### config.mk
export PLATFORM = sky130hd
export DESIGN_NAME = dma_align_chan
export DESIGN_NICKNAME = d
export VERILOG_FILES = /design/src/rtl/dma_align_pkg.sv /design/src/rtl/dma_regs.sv /design/src/rtl/dma_seq.sv /design/src/rtl/dma_port_out.sv /design/src/rtl/dma_align_chan.sv
export SDC_FILE = /design/constraint.sdc
export NUM_CORES = 1
export LEC_CHECK = 0
export BUFFER_PORTS_ARGS = -buffer_cell sky130_fd_sc_hd__buf_2
export CAP_MARGIN = 5
export CORE_UTILIZATION = 45
export DETAILED_ROUTE_END_ITERATION = 8
export GPL_TIMING_DRIVEN = 0
export PLACE_DENSITY = 0.66
export RECOVER_POWER = 100
export SYNTH_ARGS = -nofsm -noshare
export SYNTH_HDL_FRONTEND = slang
export SYNTH_SLANG_ARGS = --single-unit
### constraint.sdc
create_clock -name clk -period 8 [get_ports clk]
set_input_delay 0.8 -clock clk [delete_from_list [all_inputs] [get_ports clk]]
set_output_delay 0.8 -clock clk [all_outputs]
set_load 0.01 [all_outputs]
### src/rtl/dma_align_pkg.sv
package dma_align_pkg;
  typedef enum logic [1:0] {
    RK_HALF = 2'd0,
    RK_LONG = 2'd1,
    RK_LINE = 2'd3
  } rd_kind_e;

  localparam int unsigned OFS_SRC   = 0;
  localparam int unsigned OFS_LEN   = 1;
  localparam int unsigned OFS_CTL   = 2;
  localparam int unsigned OFS_STAT  = 3;
  localparam int unsigned CTL_START = 16;
endpackage

### src/rtl/dma_regs.sv
module dma_regs
  import dma_align_pkg::*;
#(
  parameter int unsigned ADDR_W = 32,
  parameter int unsigned LEN_W  = 16,
  parameter int unsigned WS_W   = 4
) (
  input  logic              clk,
  input  logic              rst_n,
  input  logic              reg_wr,
  input  logic [1:0]        reg_addr,
  input  logic [31:0]       reg_wdata,
  output logic [31:0]       reg_rdata,
  input  logic              busy,
  input  logic              done_set,
  output logic [ADDR_W-1:0] src_addr,
  output logic [LEN_W-1:0]  byte_len,
  output logic [WS_W-1:0]   wait_states,
  output logic              start,
  output logic              done
);
  logic [ADDR_W-1:0] src_q, src_d;
  logic [LEN_W-1:0]  len_q, len_d;
  logic [31:0]       ctl_q, ctl_d;
  logic              start_q, start_d, done_q, done_d;
  logic              wr_cfg;

  assign wr_cfg = reg_wr && !busy;

  always_comb begin
    src_d   = src_q;
    len_d   = len_q;
    ctl_d   = ctl_q;
    start_d = 1'b0;
    if (wr_cfg && reg_addr == 2'(OFS_SRC)) src_d = reg_wdata[ADDR_W-1:0];
    if (wr_cfg && reg_addr == 2'(OFS_LEN)) len_d = reg_wdata[LEN_W-1:0];
    if (wr_cfg && reg_addr == 2'(OFS_CTL)) begin
      ctl_d   = reg_wdata & ~(32'd1 << CTL_START);
      start_d = reg_wdata[CTL_START];
    end
    if (done_set) done_d = 1'b1;
    else if (reg_wr && reg_addr == 2'(OFS_STAT) && reg_wdata[0]) done_d = 1'b0;
    else done_d = done_q;
  end

  always_ff @(posedge clk or negedge rst_n) begin
    if (!rst_n) begin
      src_q   <= '0;
      len_q   <= '0;
      ctl_q   <= '0;
      start_q <= 1'b0;
      done_q  <= 1'b0;
    end else begin
      src_q   <= src_d;
      len_q   <= len_d;
      ctl_q   <= ctl_d;
      start_q <= start_d;
      done_q  <= done_d;
    end
  end

  always_comb begin
    case (reg_addr)
      2'(OFS_SRC): reg_rdata = 32'(src_q);
      2'(OFS_LEN): reg_rdata = 32'(len_q);
      2'(OFS_CTL): reg_rdata = ctl_q;
      default:     reg_rdata = {30'd0, busy, done_q};
    endcase
  end

  assign src_addr    = src_q;
  assign byte_len    = len_q;
  assign wait_states = ctl_q[WS_W-1:0];
  assign start       = start_q;
  assign done        = done_q;
endmodule

### src/rtl/dma_seq.sv
module dma_seq
  import dma_align_pkg::*;
#(
  parameter int unsigned ADDR_W     = 32,
  parameter int unsigned LEN_W      = 16,
  parameter int unsigned LINE_WORDS = 4
) (
  input  logic              clk,
  input  logic              rst_n,
  input  logic              start,
  input  logic [ADDR_W-1:0] src_addr,
  input  logic [LEN_W-1:0]  byte_len,
  output logic              busy,
  output logic              done_set,
  output logic              mem_req,
  output logic [ADDR_W-1:0] mem_addr,
  output rd_kind_e          mem_kind,
  input  logic              mem_rvalid,
  input  logic [31:0]       mem_rdata,
  output logic              hw_valid,
  output logic [15:0]       hw_data,
  input  logic              hw_ready,
  input  logic              port_idle
);
  localparam int unsigned LINE_BYTES = LINE_WORDS * 4;
  localparam int unsigned BEAT_W     = $clog2(LINE_WORDS);
  localparam int unsigned HW_W       = $clog2(LINE_WORDS * 2);

  typedef enum logic [2:0] {S_IDLE, S_PICK, S_REQ, S_FILL, S_EMIT, S_DRAIN} st_e;

  st_e                 st_q, st_d;
  logic [ADDR_W-1:0]   addr_q, addr_d;
  logic [LEN_W-1:0]    rem_q, rem_d;
  rd_kind_e            kind_q, kind_d, pick;
  logic [BEAT_W-1:0]   beat_q, beat_d;
  logic [HW_W-1:0]     hidx_q, hidx_d, last_hidx;
  logic [LEN_W-1:0]    step;
  logic [31:0]         buf_q [LINE_WORDS];
  logic [LINE_WORDS-1:0] buf_we;
  logic [31:0]         word_sel;
  logic                len_ok, line_al;

  assign len_ok  = (byte_len != '0) && !byte_len[0];
  assign line_al = (addr_q & ADDR_W'(LINE_BYTES - 1)) == '0;

  always_comb begin
    if (addr_q[1] || rem_q < LEN_W'(4))                pick = RK_HALF;
    else if (line_al && rem_q >= LEN_W'(LINE_BYTES))    pick = RK_LINE;
    else                                                pick = RK_LONG;
    case (kind_q)
      RK_HALF: step = LEN_W'(2);
      RK_LONG: step = LEN_W'(4);
      default: step = LEN_W'(LINE_BYTES);
    endcase
    last_hidx = HW_W'((step >> 1) - 1);
  end

  always_comb begin
    st_d     = st_q;
    addr_d   = addr_q;
    rem_d    = rem_q;
    kind_d   = kind_q;
    beat_d   = beat_q;
    hidx_d   = hidx_q;
    done_set = 1'b0;
    mem_req  = 1'b0;
    hw_valid = 1'b0;
    case (st_q)
      S_IDLE: if (start) begin
        if (len_ok) begin
          addr_d = {src_addr[ADDR_W-1:1], 1'b0};
          rem_d  = byte_len;
          st_d   = S_PICK;
        end else begin
          done_set = 1'b1;
        end
      end
      S_PICK: if (rem_q == '0) st_d = S_DRAIN;
              else begin kind_d = pick; st_d = S_REQ; end
      S_REQ: begin
        mem_req = 1'b1;
        beat_d  = '0;
        st_d    = S_FILL;
      end
      S_FILL: if (mem_rvalid) begin
        beat_d = beat_q + 1'b1;
        if (kind_q != RK_LINE || beat_q == BEAT_W'(LINE_WORDS - 1)) begin
          hidx_d = '0;
          st_d   = S_EMIT;
        end
      end
      S_EMIT: begin
        hw_valid = 1'b1;
        if (hw_ready) begin
          if (hidx_q == last_hidx) begin
            addr_d = addr_q + ADDR_W'(step);
            rem_d  = rem_q - step;
            st_d   = S_PICK;
          end else begin
            hidx_d = hidx_q + 1'b1;
          end
        end
      end
      S_DRAIN: if (port_idle) begin
        done_set = 1'b1;
        st_d     = S_IDLE;
      end
      default: st_d = S_IDLE;
    endcase
  end

  for (genvar g = 0; g < LINE_WORDS; g++) begin : g_bwe
    assign buf_we[g] = (st_q == S_FILL) && mem_rvalid && (beat_q == BEAT_W'(g));
  end

  always_ff @(posedge clk or negedge rst_n) begin
    if (!rst_n) begin
      st_q   <= S_IDLE;
      addr_q <= '0;
      rem_q  <= '0;
      kind_q <= RK_HALF;
      beat_q <= '0;
      hidx_q <= '0;
      for (int i = 0; i < LINE_WORDS; i++) buf_q[i] <= '0;
    end else begin
      st_q   <= st_d;
      addr_q <= addr_d;
      rem_q  <= rem_d;
      kind_q <= kind_d;
      beat_q <= beat_d;
      hidx_q <= hidx_d;
      for (int i = 0; i < LINE_WORDS; i++)
        if (buf_we[i]) buf_q[i] <= mem_rdata;
    end
  end

  assign word_sel = buf_q[hidx_q[HW_W-1:1]];
  assign hw_data  = (kind_q == RK_HALF) ? buf_q[0][15:0]
                  : (hidx_q[0] ? word_sel[15:0] : word_sel[31:16]);
  assign mem_addr = addr_q;
  assign mem_kind = kind_q;
  assign busy     = st_q != S_IDLE;
endmodule

### src/rtl/dma_port_out.sv
module dma_port_out #(
  parameter int unsigned WS_W = 4
) (
  input  logic            clk,
  input  logic            rst_n,
  input  logic            hw_valid,
  input  logic [15:0]     hw_data,
  input  logic [WS_W-1:0] wait_states,
  output logic            hw_ready,
  output logic            port_we,
  output logic [15:0]     port_data,
  output logic            idle
);
  logic [WS_W-1:0] cnt_q, cnt_d;
  logic            we_q, we_d, accept;
  logic [15:0]     data_q, data_d;

  assign hw_ready = cnt_q == '0;
  assign accept   = hw_valid && hw_ready;

  always_comb begin
    we_d   = accept;
    data_d = accept ? hw_data : data_q;
    if (accept)             cnt_d = wait_states;
    else if (cnt_q != '0)   cnt_d = cnt_q - 1'b1;
    else                    cnt_d = cnt_q;
  end

  always_ff @(posedge clk or negedge rst_n) begin
    if (!rst_n) begin
      cnt_q  <= '0;
      we_q   <= 1'b0;
      data_q <= '0;
    end else begin
      cnt_q  <= cnt_d;
      we_q   <= we_d;
      data_q <= data_d;
    end
  end

  assign port_we   = we_q;
  assign port_data = data_q;
  assign idle      = (cnt_q == '0) && !we_q;
endmodule

### src/rtl/dma_align_chan.sv
module dma_align_chan
  import dma_align_pkg::*;
#(
  parameter int unsigned ADDR_W     = 32,
  parameter int unsigned LEN_W      = 16,
  parameter int unsigned WS_W       = 4,
  parameter int unsigned LINE_WORDS = 4
) (
  input  logic              clk,
  input  logic              rst_n,
  input  logic              reg_wr,
  input  logic [1:0]        reg_addr,
  input  logic [31:0]       reg_wdata,
  output logic [31:0]       reg_rdata,
  output logic              mem_req,
  output logic [ADDR_W-1:0] mem_addr,
  output logic [1:0]        mem_kind,
  input  logic              mem_rvalid,
  input  logic [31:0]       mem_rdata,
  output logic              port_we,
  output logic [15:0]       port_data
);
  logic [1:0]        rst_sync_q;
  logic              rst_s;
  logic              start, done, done_set, seq_busy, busy_all;
  logic [ADDR_W-1:0] src_addr;
  logic [LEN_W-1:0]  byte_len;
  logic [WS_W-1:0]   wait_states;
  logic              hw_valid, hw_ready, port_idle;
  logic [15:0]       hw_data;
  rd_kind_e          kind;

  always_ff @(posedge clk or negedge rst_n) begin
    if (!rst_n) rst_sync_q <= 2'b00;
    else        rst_sync_q <= {rst_sync_q[0], 1'b1};
  end
  assign rst_s = rst_sync_q[1];

  assign busy_all = seq_busy || start;
  assign mem_kind = kind;

  dma_regs #(.ADDR_W(ADDR_W), .LEN_W(LEN_W), .WS_W(WS_W)) u_regs (
    .clk(clk), .rst_n(rst_s), .reg_wr(reg_wr), .reg_addr(reg_addr),
    .reg_wdata(reg_wdata), .reg_rdata(reg_rdata), .busy(busy_all),
    .done_set(done_set), .src_addr(src_addr), .byte_len(byte_len),
    .wait_states(wait_states), .start(start), .done(done)
  );

  dma_seq #(.ADDR_W(ADDR_W), .LEN_W(LEN_W), .LINE_WORDS(LINE_WORDS)) u_seq (
    .clk(clk), .rst_n(rst_s), .start(start), .src_addr(src_addr),
    .byte_len(byte_len), .busy(seq_busy), .done_set(done_set),
    .mem_req(mem_req), .mem_addr(mem_addr), .mem_kind(kind),
    .mem_rvalid(mem_rvalid), .mem_rdata(mem_rdata), .hw_valid(hw_valid),
    .hw_data(hw_data), .hw_ready(hw_ready), .port_idle(port_idle)
  );

  dma_port_out #(.WS_W(WS_W)) u_port (
    .clk(clk), .rst_n(rst_s), .hw_valid(hw_valid), .hw_data(hw_data),
    .wait_states(wait_states), .hw_ready(hw_ready), .port_we(port_we),
    .port_data(port_data), .idle(port_idle)
  );
endmodule


Yosys cells after proc, flatten, opt, wreduce, memory -nomap -nowiden
Index checks and enable logic that the tools add are counted.

Add/subtract/negate cells: 6. Order comparisons: 3. Equal/unequal tests: 22. Mux-type cells: 46. Bitwise gates (word level): 2. Reduce and logical (&&, ||, !) cells: 41.

Operators by type and width (count): $mux 32 (6); $mux 16 (6); $pmux 32 s3 (1); $bmux 32 s2 (1); $pmux 32 s2 (1); $mux 3 (12); $add 32x5->32 (1); $logic_not 32->1 (1); $pmux 16 s2 (1); $pmux 3 s6 (1); $ge 16x5->1 const B (1); $logic_not 16->1 (1); $lt 16x3->1 const B (1); $reduce_bool 16->1 (1); $sub 16x5->16 (1); $logic_and 1x1->1 (15); $ne 2x2->1 const B (6); $pmux 5 s2 (1); $reduce_and 5->1 (2); $reduce_bool 2->1 (5); $eq 2x2->1 const B (4); $mux 1 (8); $mux 4 (2); $reduce_and 7->1 (1); 25 further kinds (40).

Register bits after elaboration: 290. Input port bits: 70. Output and inout port bits: 84. Word-level logic and storage cells: 139.

Logic depth before layout (Yosys ltp)
Depth after elaboration: 7. Gate-level depth with buffers: 12. Gate-level depth less buffers: 10.

By module
Synthesis repeated with hierarchy kept, for this count alone.

Cells, all modules: 1149. Area, all modules: 14463.9 um2.

By module, submodules not included: dma_seq (times used 1, cells an instance 835, area each 9793.1 um2, sequential area each 4629.4 um2); dma_regs (times used 1, cells an instance 250, area each 3678.5 um2, sequential area each 2026.9 um2); dma_port_out (times used 1, cells an instance 60, area each 932.1 um2, sequential area each 525.5 um2); dma_align_chan (times used 1, cells an instance 4, area each 60.1 um2, sequential area each 50.0 um2).

Least setup slack after synthesis
No wires, ideal clock.

Kind: register to register. Start point: register u_seq.kind_q[1], in the netlist u_seq.mem_kind[1]. End point: register u_seq.addr_q[31], in the netlist u_seq.mem_addr[31]. Setup time: 0.080 ns. Data arrival time: 2.819 ns. Data required time: 7.920 ns. Path slack: 5.100 ns. Cell stages (with the launch flop): 12. Path buffers: 1. Period minus slack after synthesis: 2.900 ns. Cell sequence: dfrtp_1 > or2_2 > inv_1 > clkbuf_1 > ha_1 > inv_1 > fa_1 > inv_1 > a32o_1 > nand3_2 > o41a_1 > o211ai_2.

Cells in the longest elaborated chain, start to end: 6. Elaborated cells between the ends (all ways): 11. Classes of those cells: add/sub (2); eq/ne (3); mux (4); reduce/logical (2).

Ends and longest elaborated chain: from (decl) (line dma_seq.sv:34) `rd_kind_e kind_q, kind_d, pick;`; from (signal assigned) (line dma_seq.sv:129) `kind_q <= kind_d;`; $eq 2x1->1 / $logic_not 2->1 (equally long branches) (line dma_seq.sv:50) `case (kind_q)`; $pmux 5 s2 * (line dma_seq.sv:50); $add 32x5->32 / $sub 3x1->3 (equally long branches) (line dma_seq.sv:96, dma_seq.sv:55); $mux 32 / $eq 3x3->1 (equally long branches) (line dma_seq.sv:95) `if (hidx_q == last_hidx) begin`; $mux 32 / $ne 2x1->1 (equally long branches); $pmux 32 s2 / $reduce_and 5->1 (equally long branches); to (signal assigned) (line dma_seq.sv:127) `addr_q <= addr_d;`; to (decl) (line dma_seq.sv:32) `logic [ADDR_W-1:0] addr_q, addr_d;`.

Mark *: on every way between the ends. The rest lies on a longest branch, timed or not. The select of a mux whose other input is x is not followed. A chain may end at the register's enable or synchronous reset.

==> summary.txt <==
fin crit share: 58.9%
Worst Setup Start Kind: flop
sum of negative setup slack: 0 ps
internal power: 4.33 mW
Hold Fails Final Rpt: 0
CTS tree: yes
part of the power in registers: 39.5%
Critical Path End Type: async pin
Switch Pwr: 2.30 mW
kind of critical path: reg -> async
outcome: finished, violations left
total grt overflow: 0
CTS resizes: 0
IO Count: 154
post-placement cell area: 0.0157 mm2
initial antenna violation count: 3
Multi-input gate area: 0.00659 mm2
cts hold-fix bufs: 0
Netlist cell types: 79
Fillers: 2795
Worst Skew: 25.7 ps
Cell Rows: 65
vias per cell: 5.85
Starting Density: 45.6%
Worst Path Max Fanout: 68
Worst EP arrival: 4520 ps
power density cells: 395 mW/mm2
cell area after synthesis: 0.0144 mm2
vias: 10500
die span in y: 181 um
core area: 0.0315 mm2
Final nets: 1456
worst vdd ir: 0.241 mV
first-pass GRT wire length: 61900 um
Setup violations, final: 0
GRT Total Usage: 24.5%
Comb power frac: 33.9%
die width: 181 um
Post-CTS Repair Setup Buffers: 0
post-route cell area: 0.0168 mm2
syn_nets: 1265
Post-Syn Instances: 1180
clock power share: 26.7%
Top Family by Delay on Critical Path: buffers and inverters
CTS root buf: clkbuf_16
WP data required: 7810 ps
synthesized area per cell: 12.2 um2
Pre-Repair DR Iteration Count: 7
Synth-to-Final Area Change: 16.9%
switching part of the total: 34.7%
gpl congestion: 0.912
worst hold slack: 41.8 ps
Crit path largest cell delay: 2550 ps
clock-pin slew on the worst setup and hold paths: 60 ps
pins over their slew limit: 208
predominant post-synthesis flop cell: dfrtp_1
share of layout cells above drive strength 1: 28.8%
Starting DRT DRC Count: 734
fin util: 53.3%
Final ANT Viol Nets: 0
final wirelength: 39500 um
CTS max path bufs: 3
failing checks: capacitance limit, slew limit
slowest CP cell: clkbuf_1
DR WL/cell: 21.9 um
worst skew pair latency: 530 ps
register area share after synthesis: 50.4%
EDFF count, synth: 0
Tmin final: 4710 ps
synth warn: 0
async set or reset register ratio after synthesis: 100%
vias in the first global route: 10700
Slew @ Worst Pin: 3530 ps
max_cap viols: 4
register area: 0.00723 mm2
Min-Delay Path Class: in -> async
DRC errors left: 0
clock sinks: 289
Buf/Inv on CP: 1
crit-path cells: clkbuf_1
largest net degree at the start of global routing: 69
number of buffers created by CTS: 34
RSZ-0062 raised after global routing: no
H-tree lvl count: 2
dpl hpwl: 27800 um
number of port buffers: 150
Slew headroom: -135%
Leakage: 7.48 nW
Synth Register Bits: 289
Fmax: 212 MHz
die area: 0.0326 mm2
## path summary, 6_finish.rpt
check | start | to | slack (ps) | cells past startpoint
max in group clk | u_seq.mem_kind[0] | u_seq.mem_addr[17] | 3940 | 12
min reg2reg | rst_sync_q[0] | rst_sync_q[1] | 380 | 0
min | rst_n | rst_sync_q[0] | 40 | 1
max reg2reg | rst_sync_q[1] | u_seq.buf_q[69] | 3290 | 1
min in group clk | rst_sync_q[0] | rst_sync_q[1] | 380 | 0
max | rst_sync_q[1] | u_seq.buf_q[69] | 3290 | 1
## flip-flops by register name, summed over array words and instances, names as in the netlist, 2 cells and up
name,cells
u_seq.mem_addr,31
u_seq.beat_q,2
u_seq.buf_q,128
u_regs.src_addr,32
u_seq.st_q,3
u_seq.mem_kind,2
u_regs.byte_len,16
u_seq.rem_q,16
u_seq.hidx_q,3
u_port.port_data,16
u_regs.ctl_q,31
u_port.cnt_q,4
rst_sync_q,2
## synthesized netlist by cell type (4+ instances only)
| library cell | instances | area (um2) |
|---|---|---|
| o22a_1 | 15 | 131 |
| buf_1 | 9 | 33.8 |
| mux2_2 | 203 | 2290 |
| mux2i_1 | 49 | 490 |
| nand2b_1 | 4 | 25.0 |
| mux4_2 | 34 | 766 |
| a21oi_1 | 57 | 285 |
| and3_1 | 12 | 75.1 |
| nor4_1 | 10 | 62.6 |
| nor2_1 | 76 | 285 |
| o2bb2ai_1 | 12 | 105 |
| o21ai_1 | 13 | 65.1 |
| o211ai_1 | 4 | 30.0 |
| buf_2 | 27 | 135 |
| clkbuf_1 | 32 | 120 |
| buf_4 | 5 | 37.5 |
| xnor2_1 | 4 | 35.0 |
| a22oi_1 | 7 | 52.6 |
| nand4_1 | 14 | 87.6 |
| inv_1 | 23 | 86.3 |
| a31oi_1 | 17 | 106 |
| o21ai_0 | 46 | 230 |
| o31ai_1 | 5 | 37.5 |
| and2_1 | 8 | 50.1 |
| nand3_1 | 13 | 65.1 |
| ha_1 | 13 | 163 |
| nand2_1 | 73 | 274 |
| nor3_1 | 11 | 55.1 |
| mux2_1 | 4 | 45.0 |
| dfrtp_1 | 289 | 7230 |
| o22ai_1 | 5 | 31.3 |
| or3_1 | 4 | 25.0 |
## layer usage
metal | track usage [%] | vias up | part of all wire [%]
li1 | - | 4748 | -
met1 | 32.4 | 5371 | 43
met2 | 40.7 | 341 | 49
met3 | 4.22 | 74 | 5.2
met4 | 8.82 | 4 | 3.2
met5 | 0 | - | 0.066
## logic make-up (layout without fill, tap and decap cells)
| kind of cell | after synthesis | after routing | synth area share, % |
|---|---|---|---|
| compound gates | 223 | 223 | 10.5 |
| flops | 289 | 289 | 50.4 |
| simple gates | 254 | 254 | 8.99 |
| xor+xnor | 7 | 7 | 0.427 |
| buf+inv | 100 | 317 | 3.22 |
| other cells | 2 | 3 | 0.0523 |
| fa+ha+maj | 15 | 15 | 1.41 |
| mux | 290 | 290 | 25.0 |
## area by class of cell
class	count	area share [%]
plain buffers	77	2.05
well taps	402	3.00
inverters	23	0.515
repair buffers	155	4.28
multi-input cells	791	39.3
clock buffers	44	5.84
clock inverters	18	1.89
flip-flops and latches	289	43.1
diodes	1	0.0149
## per-stage QoR
step                std cells  setup WS, ps  total power [mW]
CTS                      1799          4140              6.72
floorplan                1180          3270              4.16
global route             1799          2200              7.01
finish                   1800          3290              6.63
global placement         1732          1360              4.83
detailed placement       1737          4170              4.94
## layout by cell type, fill, tap and decap left out, types with 13 or more instances in the layout
master,count
dfrtp_1,289
mux2_2,203
clkbuf_1,142
buf_2,79
nor2_1,76
nand2_1,74
a21oi_1,57
o21ai_0,56
mux2i_1,49
clkbuf_16,35
mux4_2,34
inv_1,23
a31oi_1,17
o22a_1,15
nand3_1,14
nand4_1,14
ha_1,13
## power groups by stage
stage / logic (mW) / clock network, mW / registers (mW)
2_1_floorplan: 1.67 / 0 / 2.49
3_3_place_gp: 2.22 / 0 / 2.61
3_5_place_dp: 2.31 / 0 / 2.63
4_1_cts: 2.32 / 1.80 / 2.61
5_1_grt: 2.46 / 1.85 / 2.69
6_report: 2.24 / 1.77 / 2.62
(Power assumes the default switching activity.)
